File: config.mk
export PLATFORM = sky130hd
export DESIGN_NAME = zc_gain_stage
export DESIGN_NICKNAME = d
export VERILOG_FILES = /design/src/rtl/zc_gain_pkg.sv /design/src/rtl/zc_gain_ctrl.sv /design/src/rtl/zc_gain_rom.sv /design/src/rtl/zc_gain_mul.sv /design/src/rtl/zc_gain_stage.sv
export SDC_FILE = /design/constraint.sdc
export NUM_CORES = 1
export LEC_CHECK = 0
export BUFFER_PORTS_ARGS = -buffer_cell sky130_fd_sc_hd__buf_2
export CAP_MARGIN = 0
export CORE_MARGIN = 5
export CORE_UTILIZATION = 60
export CTS_CLUSTER_DIAMETER = 40
export DETAILED_ROUTE_END_ITERATION = 10
export PLACE_DENSITY_LB_ADDON = 0.05
export RECOVER_POWER = 25
export SKIP_LAST_GASP = 1
export SLEW_MARGIN = 5
export SYNTH_ARGS = -nofsm -noshare
export SYNTH_HDL_FRONTEND = slang
export SYNTH_SLANG_ARGS = --single-unit
File: constraint.sdc
create_clock -name clk -period 8.93 [get_ports clk]
set_input_delay 0.4465 -clock clk [delete_from_list [all_inputs] [get_ports clk]]
set_output_delay 0.4465 -clock clk [all_outputs]
set_load 0.05 [all_outputs]
File: src/rtl/zc_gain_pkg.sv
package zc_gain_pkg;

  // Why the controller chose the code for the sample now being accepted
  typedef enum logic [1:0] {
    UPD_HOLD  = 2'd0,
    UPD_CROSS = 2'd1,
    UPD_FORCE = 2'd2
  } upd_e;

  // Linear coefficient for a gain code, rounded to nearest in fixed point
  function automatic int unsigned gain_coef(input int code, input int unity_code,
                                            input int frac_bits, input real step_db);
    real db;
    real lin;
    db  = real'(code - unity_code) * step_db;
    lin = (2.0 ** frac_bits) * (10.0 ** (db / 20.0));
    return $rtoi(lin + 0.5);
  endfunction

endpackage

File: src/rtl/zc_gain_ctrl.sv
module zc_gain_ctrl #(
  parameter int SAMPLE_W       = 16,
  parameter int CODE_W         = 5,
  parameter int TIMEOUT_FRAMES = 256,
  parameter int RESET_CODE     = 23
) (
  input  logic                clk,
  input  logic                rst,
  input  logic                in_valid,
  input  logic [SAMPLE_W-1:0] in_sample,
  input  logic                gain_wr,
  input  logic [CODE_W-1:0]   gain_code,
  output logic [CODE_W-1:0]   eff_code,
  output logic [CODE_W-1:0]   applied_code,
  output logic                pending
);
  import zc_gain_pkg::*;

  localparam int CNT_W = (TIMEOUT_FRAMES > 1) ? $clog2(TIMEOUT_FRAMES) : 1;
  localparam logic [CNT_W-1:0] LAST_CNT = CNT_W'(TIMEOUT_FRAMES - 1);

  logic              prev_neg;
  logic [CNT_W-1:0]  wait_cnt;
  logic [CODE_W-1:0] pend_code;
  logic              crossing;
  logic              expired;
  upd_e              reason;

  always_comb begin
    crossing = (in_sample == '0) || (in_sample[SAMPLE_W-1] != prev_neg);
    expired  = (wait_cnt == LAST_CNT);
    if (!(in_valid && pending)) reason = UPD_HOLD;
    else if (crossing)          reason = UPD_CROSS;
    else if (expired)           reason = UPD_FORCE;
    else                        reason = UPD_HOLD;
    eff_code = (reason != UPD_HOLD) ? pend_code : applied_code;
  end

  always_ff @(posedge clk) begin
    if (rst) begin
      prev_neg     <= 1'b0;
      applied_code <= CODE_W'(RESET_CODE);
      pend_code    <= CODE_W'(RESET_CODE);
      pending      <= 1'b0;
      wait_cnt     <= '0;
    end else begin
      if (in_valid) begin
        prev_neg     <= in_sample[SAMPLE_W-1];
        applied_code <= eff_code;
      end
      if (gain_wr) begin
        pending   <= 1'b1;
        pend_code <= gain_code;
        wait_cnt  <= '0;
      end else if (reason != UPD_HOLD) begin
        pending  <= 1'b0;
        wait_cnt <= '0;
      end else if (in_valid && pending) begin
        wait_cnt <= wait_cnt + 1'b1;
      end
    end
  end

endmodule

File: src/rtl/zc_gain_rom.sv
module zc_gain_rom #(
  parameter int  CODE_W     = 5,
  parameter int  COEF_W     = 16,
  parameter int  FRAC_BITS  = 12,
  parameter int  UNITY_CODE = 23,
  parameter real STEP_DB    = 1.5
) (
  input  logic              clk,
  input  logic [CODE_W-1:0] addr,
  output logic [COEF_W-1:0] coef
);
  localparam int DEPTH = 1 << CODE_W;

  logic [COEF_W-1:0] table_q [DEPTH];

  for (genvar g = 0; g < DEPTH; g++) begin : g_entry
    assign table_q[g] = COEF_W'(zc_gain_pkg::gain_coef(g, UNITY_CODE, FRAC_BITS, STEP_DB));
  end

  always_ff @(posedge clk) begin
    coef <= table_q[addr];
  end

endmodule

File: src/rtl/zc_gain_mul.sv
module zc_gain_mul #(
  parameter int SAMPLE_W  = 16,
  parameter int COEF_W    = 16,
  parameter int FRAC_BITS = 12
) (
  input  logic                clk,
  input  logic                rst,
  input  logic                valid_i,
  input  logic                mute_i,
  input  logic [SAMPLE_W-1:0] sample_i,
  input  logic [COEF_W-1:0]   coef_i,
  output logic                valid_o,
  output logic [SAMPLE_W-1:0] sample_o
);
  localparam int PROD_W = SAMPLE_W + COEF_W + 1;
  localparam logic signed [PROD_W-1:0] HALF  = PROD_W'(1) << (FRAC_BITS - 1);
  localparam logic signed [PROD_W-1:0] MAX_P = (PROD_W'(1) << (SAMPLE_W - 1)) - PROD_W'(1);
  localparam logic signed [PROD_W-1:0] MIN_P = ~MAX_P;
  localparam logic [SAMPLE_W-1:0] OUT_MAX = {1'b0, {(SAMPLE_W-1){1'b1}}};
  localparam logic [SAMPLE_W-1:0] OUT_MIN = {1'b1, {(SAMPLE_W-1){1'b0}}};

  logic signed [PROD_W-1:0] prod;
  logic signed [PROD_W-1:0] rounded;
  logic [SAMPLE_W-1:0]      clipped;

  always_comb begin
    prod    = PROD_W'($signed(sample_i)) * PROD_W'($signed({1'b0, coef_i}));
    rounded = (prod + HALF) >>> FRAC_BITS;
    if (rounded > MAX_P)      clipped = OUT_MAX;
    else if (rounded < MIN_P) clipped = OUT_MIN;
    else                      clipped = rounded[SAMPLE_W-1:0];
  end

  always_ff @(posedge clk) begin
    if (rst) begin
      valid_o  <= 1'b0;
      sample_o <= '0;
    end else begin
      valid_o <= valid_i;
      if (valid_i) sample_o <= mute_i ? '0 : clipped;
    end
  end

endmodule

File: src/rtl/zc_gain_stage.sv
module zc_gain_stage #(
  parameter int  SAMPLE_W       = 16,
  parameter int  CODE_W         = 5,
  parameter int  COEF_W         = 16,
  parameter int  FRAC_BITS      = 12,
  parameter int  TIMEOUT_FRAMES = 256,
  parameter int  UNITY_CODE     = 23,
  parameter real STEP_DB        = 1.5
) (
  input  logic                clk,
  input  logic                rst,
  input  logic                in_valid,
  input  logic [SAMPLE_W-1:0] in_sample,
  input  logic [CODE_W-1:0]   gain_code,
  input  logic                gain_wr,
  input  logic                mute_n,
  output logic                out_valid,
  output logic [SAMPLE_W-1:0] out_sample
);
  logic [CODE_W-1:0]   eff_code;
  logic [CODE_W-1:0]   applied_code;
  logic                pending;

  logic                a_valid;
  logic                a_mute;
  logic [SAMPLE_W-1:0] a_sample;
  logic [CODE_W-1:0]   a_code;

  logic                b_valid;
  logic                b_mute;
  logic [SAMPLE_W-1:0] b_sample;
  logic [COEF_W-1:0]   b_coef;

  zc_gain_ctrl #(
    .SAMPLE_W      (SAMPLE_W),
    .CODE_W        (CODE_W),
    .TIMEOUT_FRAMES(TIMEOUT_FRAMES),
    .RESET_CODE    (UNITY_CODE)
  ) u_ctrl (
    .clk         (clk),
    .rst         (rst),
    .in_valid    (in_valid),
    .in_sample   (in_sample),
    .gain_wr     (gain_wr),
    .gain_code   (gain_code),
    .eff_code    (eff_code),
    .applied_code(applied_code),
    .pending     (pending)
  );

  // Stage A: capture the sample with the code chosen for it
  always_ff @(posedge clk) begin
    if (rst) begin
      a_valid  <= 1'b0;
      a_mute   <= 1'b1;
      a_sample <= '0;
      a_code   <= CODE_W'(UNITY_CODE);
    end else begin
      a_valid <= in_valid;
      if (in_valid) begin
        a_mute   <= ~mute_n;
        a_sample <= in_sample;
        a_code   <= eff_code;
      end
    end
  end

  zc_gain_rom #(
    .CODE_W    (CODE_W),
    .COEF_W    (COEF_W),
    .FRAC_BITS (FRAC_BITS),
    .UNITY_CODE(UNITY_CODE),
    .STEP_DB   (STEP_DB)
  ) u_rom (
    .clk (clk),
    .addr(a_code),
    .coef(b_coef)
  );

  // Stage B: sample travels alongside the coefficient lookup
  always_ff @(posedge clk) begin
    if (rst) begin
      b_valid  <= 1'b0;
      b_mute   <= 1'b1;
      b_sample <= '0;
    end else begin
      b_valid  <= a_valid;
      b_mute   <= a_mute;
      b_sample <= a_sample;
    end
  end

  zc_gain_mul #(
    .SAMPLE_W (SAMPLE_W),
    .COEF_W   (COEF_W),
    .FRAC_BITS(FRAC_BITS)
  ) u_mul (
    .clk     (clk),
    .rst     (rst),
    .valid_i (b_valid),
    .mute_i  (b_mute),
    .sample_i(b_sample),
    .coef_i  (b_coef),
    .valid_o (out_valid),
    .sample_o(out_sample)
  );

endmodule

* Word level (Yosys, flattened, before mapping) *
Memories as Yosys holds them, arrays and structs flattened. A register that Yosys moved wholly into a read port is not among the register bits.
Index checks and enable logic that the tools add are counted.

operators by class
  add/subtract/negate cells = 2
  multiply operators = 1
  $lt $le $gt $ge = 2
  equal/unequal tests = 2
  multiplexer cells = 8
  bitwise gates (word level) = 2
  reduce and logical (&&, ||, !) cells = 7

operators by type and width
  operator                                                          count
  2-to-1 mux 16 bit                                                 3
  adder 33 x 13 -> 33 bit (second input constant)                   1
  multiplier 16 x 17 -> 33 bit                                      1
  greater-than comparator 21 x 16 -> 1 bit (second input constant)  1
  < comparator 21 x 16 -> 1 bit (second input constant)             1
  zero test 16 bit                                                  1
  adder 8 x 1 -> 8 bit (second input constant)                      1
  equality test 8 bit (second input constant)                       1
  2-to-1 mux 2 bit                                                  3
  NOT 5 -> 6 bit                                                    1
  nonzero test 2 bit                                                2
  OR reduction 3 bit                                                1
  2-to-1 mux 1 bit                                                  2
  AND reduction 2 bit                                               1
  logical AND 1 bit                                                 1
  logical OR 1 bit                                                  1
  != test 1 bit                                                     1
  NOT 1 bit                                                         1

word-level totals
  register bits = 73
  ROM bits = 512
  input port bits = 26
  logic and storage cells = 38
  memories kept = 1

memory list
  memory            words  width  read ports  clocked after Yosys merged registers in  write ports  line               text
  (name not given)  32     16     1           1                                        0            zc_gain_rom.sv:21  coef <= table_q[addr];

* Longest topological paths before layout *
  depth in word-level cells = 7
  gate-level depth with buffers = 25

* Hierarchy *
A second synthesis with hierarchy kept.

second synthesis, totals
  cell total of the unflattened synthesis = 1471
  area, all modules = 13028.7 um^2

by module, submodules not included
  module         instances  cells an instance  area each (um^2)
  zc_gain_mul    1          1128               9750.6
  zc_gain_stage  1          112                1316.3
  zc_gain_ctrl   1          107                998.5
  zc_gain_rom    1          124                963.4

* Least setup slack after synthesis *
OpenSTA, ideal clock, no wires.

  kind = flip-flop to flip-flop
  from = register u_rom.coef[7]
  to = register u_mul.sample_o[10]
  arrival time = 6.411 ns
  path slack = 2.397 ns
  cell stages (with the launch flop) = 24
  path buffers = 2
  cell sequence = dfxtp_1 > clkbuf_1 > nand2_1 > fa_1 > inv_1 > fa_1 > inv_1 > fa_1 > inv_1 > fa_1 > fa_1 > inv_1 > fa_1 > inv_1 > ha_1 > a21o_1 > nor2_1 > o21ai_1 > a311o_1 > a211oi_2 > xor2_1 > a41oi_2 > buf_2 > a221o_1

on the way
  word-level cells in the longest chain between the ends = 6
  elaborated cells between the ends (all ways) = 7

RTL lines
  what                            line               text
  start, declared                 zc_gain_rom.sv:10  output logic [COEF_W-1:0] coef
  multiplier 16 x 17 -> 33 bit *  zc_gain_mul.sv:27  prod = PROD_W'($signed(sample_i)) * PROD_W'($signed({1'b0, coef_i}));
  adder 33 x 13 -> 33 bit *       zc_gain_mul.sv:28  rounded = (prod + HALF) >>> FRAC_BITS;
  < comparator 21 x 16 -> 1 bit   zc_gain_mul.sv:30  else if (rounded < MIN_P) clipped = OUT_MIN;
  2-to-1 mux 16 bit               zc_gain_mul.sv:30
  2-to-1 mux 16 bit *             zc_gain_mul.sv:29  if (rounded > MAX_P) clipped = OUT_MAX;
  2-to-1 mux 16 bit *             zc_gain_mul.sv:40  if (valid_i) sample_o <= mute_i ? '0 : clipped;
  end signal, assigned            zc_gain_mul.sv:40
  end, declared                   zc_gain_mul.sv:13  output logic [SAMPLE_W-1:0] sample_o

Mark *: on every way between the ends. The rest lies on a longest branch, timed or not.
A chain may end at the register's enable or synchronous reset.

* Worst setup path in the final report *
  from = register u_rom.coef[7]
  to = register u_mul.sample_o[14]

The elaborated chain is that of the path after synthesis.

==> results.txt <==
Initial Util -> 0.606
Maximum VDD drop -> 128 uV
Leakage power -> 6.11 nW
Grt total ovfl -> 0
Layout cells sized above 1 -> 0.0567
FF-to-FF End -> u_mul.sample_o[14]$_SDFFE_PP0P_
Largest net degree at the start of global routing -> 46
Most frequent cells in the layout -> inv_1, fa_1, nand2_1
Period utilisation layout -> 0.828
Pwr dens -> 84.9 mW/mm2
Total wire length -> 24900 um
Slew Viols, Final -> 46
Hold-fix buffers, CTS -> 0
Post-CTS Setup Inserts -> 0
Post-route ant nets -> 0
Last element of the critical path -> u_mul.sample_o[14]$_SDFFE_PP0P_
Final Setup Violations -> 0
GP Congestion -> 0.895
Rel. slew slack -> -0.231
Htree depth -> 3
Worst-path clk slew -> 0.07 ns
Cell mode on critical path -> fa_1
Max-Cap Viols -> 1
CTS Buffer Depth -> 2
Post-place setup slack -> 1.58 ns
CP endpoint kind -> flip-flop
Number of primary I/O pins -> 43
Synth cell types -> 61
Mean post-synth cell area -> 8.93 um2
Worst path required time -> 9.24 ns
Dpl hpwl -> 19800 um
Hold path startpoint -> gain_code[4]
CTS Buf Count -> 9
Max Fclk -> 0.135 GHz
Total Routing Usage GR -> 0.239
Via density -> 5.61
Cells along the critical path -> nand2_1 -> fa_1 -> inv_1 -> fa_1 -> inv_1 -> fa_1 -> inv_1 -> fa_1 -> fa_1 -> inv_1 -> fa_1 -> inv_1 -> ha_1 -> a21o_1 -> a21o_1 -> a221oi_1 -> o31ai_1 -> a221oi_1 -> xnor2_1 -> nand3_1 -> o41ai_4 -> a221o_1
Clock root buffer -> clkbuf_16
Yosys warnings -> 0
Tightest Pin Transition -> 1.85 ns
Highest-delay cell along the critical path -> dfxtp_1
Sink Count -> 86
Final core occ -> 0.637
Global-route wire length before repair -> 41700 um
Cts repair resizes -> 0
Mapped Cells -> 1264
DRC -> 0
Post-Syn Area -> 0.0113 mm2
R2R Setup Slk -> 1.53 ns
Ys async rst share -> 0
Syn Nets -> 1583
Initial antenna violation count -> 0
Depth of the most critical reg-to-reg path -> 22
Final nets -> 1583
Reg2reg start -> u_rom.coef[7]$_DFF_P_
Sequential area share after synthesis -> 0.152
Crit path from -> u_rom.coef[7]$_DFF_P_
Critical path class -> flip-flop to flip-flop
Number of DRC markers in iteration 0 -> 460
Input/output buffers -> 42
CP arrival -> 7.70 ns
Outcome -> complete, but fails checks
Max FO, Critical Path -> 16
CTS tree -> built
Seq cells post-synth -> 86
# rows -> 50
Layout area overhead -> 5.25%
Setup TNS -> 0 ns
Clk_lat worst skew -> 0.36 ns
Worst Setup Slack, final -> 1.53 ns
Wirelength per Cell -> 16.6 um
1st-pass router iterations -> 6
CP max stage delay -> 0.78 ns
Endpoints failing hold -> 0
Failing checks -> max-capacitance violations, max-slew violations
RSZ-0062 raised after global routing -> false
Ant diodes -> 0
Skew final -> 0.0122 ns
CP startpoint kind -> flip-flop
Most common cell after layout, fill and taps aside -> inv_1
Tot Pwr -> 1.01 mW
Hold Crit Class -> primary input to flip-flop
Top FF cell, synth -> dfxtp_1
Core area -> 0.0186 mm2
Vias in the first global route -> 8438
DR vias -> 8435
Hold path cells -> 3
Die Y -> 147 um
Die span in x -> 147 um
Final min period -> 7.40 ns
EDFF count, synth -> 0
Die ar. -> 0.0217 mm2
==> worst min path at each step <==
stage                                                  end  slack, ns
after CTS                         u_mul.valid_o$_SDFF_PP0_       0.27
after detailed placement                b_valid$_SDFF_PP0_       0.44
after floorplan                          b_mute$_SDFF_PP1_       0.41
final                     u_ctrl.pend_code[4]$_SDFFE_PP1P_       0.30
after global routing      u_ctrl.pend_code[4]$_SDFFE_PP1P_       0.30
after global placement                  b_valid$_SDFF_PP0_       0.44
==> per-layer routing <==
layer | track usage | routed length, um | part of all wire | vias to the layer above
met3 | 0.0259 | 1080 | 0.043 | 37
met2 | 0.406 | 12300 | 0.50 | 191
met4 | 0.0732 | 580 | 0.023 | 0
met1 | 0.324 | 10900 | 0.44 | 4201
met5 | 0 | 0 | 0 | -
li1 | - | - | - | 4006
==> final cells by class <==
class,count,area [um2]
well taps,234,293
clock inverters,7,72.6
clock buffers,9,225
flip-flops and latches,86,1720
fillers,1644,6760
repair buffers,44,220
inverters,222,833
multi-input cells,901,8520
==> through the flow <==
| stage | hold WS, ns | area, um2 | std cells |
|---|---|---|---|
| after floorplan | 0.411 | 11300 | 1264 |
| after global placement | 0.441 | 11600 | 1487 |
| after detailed placement | 0.438 | 11600 | 1487 |
| after CTS | 0.269 | 11900 | 1503 |
| after global routing | 0.303 | 11900 | 1503 |
| final | 0.297 | 11900 | 1503 |
==> power by group <==
group | switching (mW) | leakage (nW) | internal (mW)
Sequential | 0.0396 | 0.702 | 0.398
Combinational | 0.108 | 5.26 | 0.0753
Clock | 0.190 | 0.144 | 0.198
==> worst max-delay path: cells and delay by family (launching register included) <==
family                     cells  cell delay (ns)
xor gates and xnor gates       1             0.18
DFF                            1             0.78
and+or+nand+nor                2             0.31
AOI/OAI and AO/OA              7             2.21
adders and majority gates      7             3.59
buffers and inverters          5             0.27
==> registers in the layout (all words and copies together), names as in the netlist, 5 cells and up <==
register             count
a_sample                16
b_sample                16
u_mul.sample_o          16
u_ctrl.pend_code         5
u_rom.coef              14
u_ctrl.applied_code      5
u_ctrl.wait_cnt          8
==> kinds of logic after synthesis <==
| family | synth area share |
|---|---|
| AND/OR/NAND/NOR | 0.174 |
| buffers and inverters | 0.0931 |
| flip-flops | 0.152 |
| AO/OA/AOI/OAI | 0.0992 |
| adder cells (fa/ha/maj) | 0.435 |
| multiplexers | 0.0240 |
| XOR/XNOR | 0.0223 |
==> synthesized netlist by cell type (9+ instances only) <==
cell type	instances	area, um2
nand2b_1	9	56.3
a221o_1	16	160
ha_1	127	1590
inv_1	220	826
and2_1	109	682
clkbuf_1	49	184
nand2_1	147	552
o21ai_0	21	105
a21o_1	9	67.6
dfxtp_1	86	1720
fa_1	166	3320
xor2_1	14	123
a21oi_1	52	260
nor2_1	60	225
nand4_1	9	56.3
mux2i_1	26	260
nor2b_1	30	188
xnor2_1	11	96.3
nand3_1	10	50.1
Power figures use the tool's default switching activity.
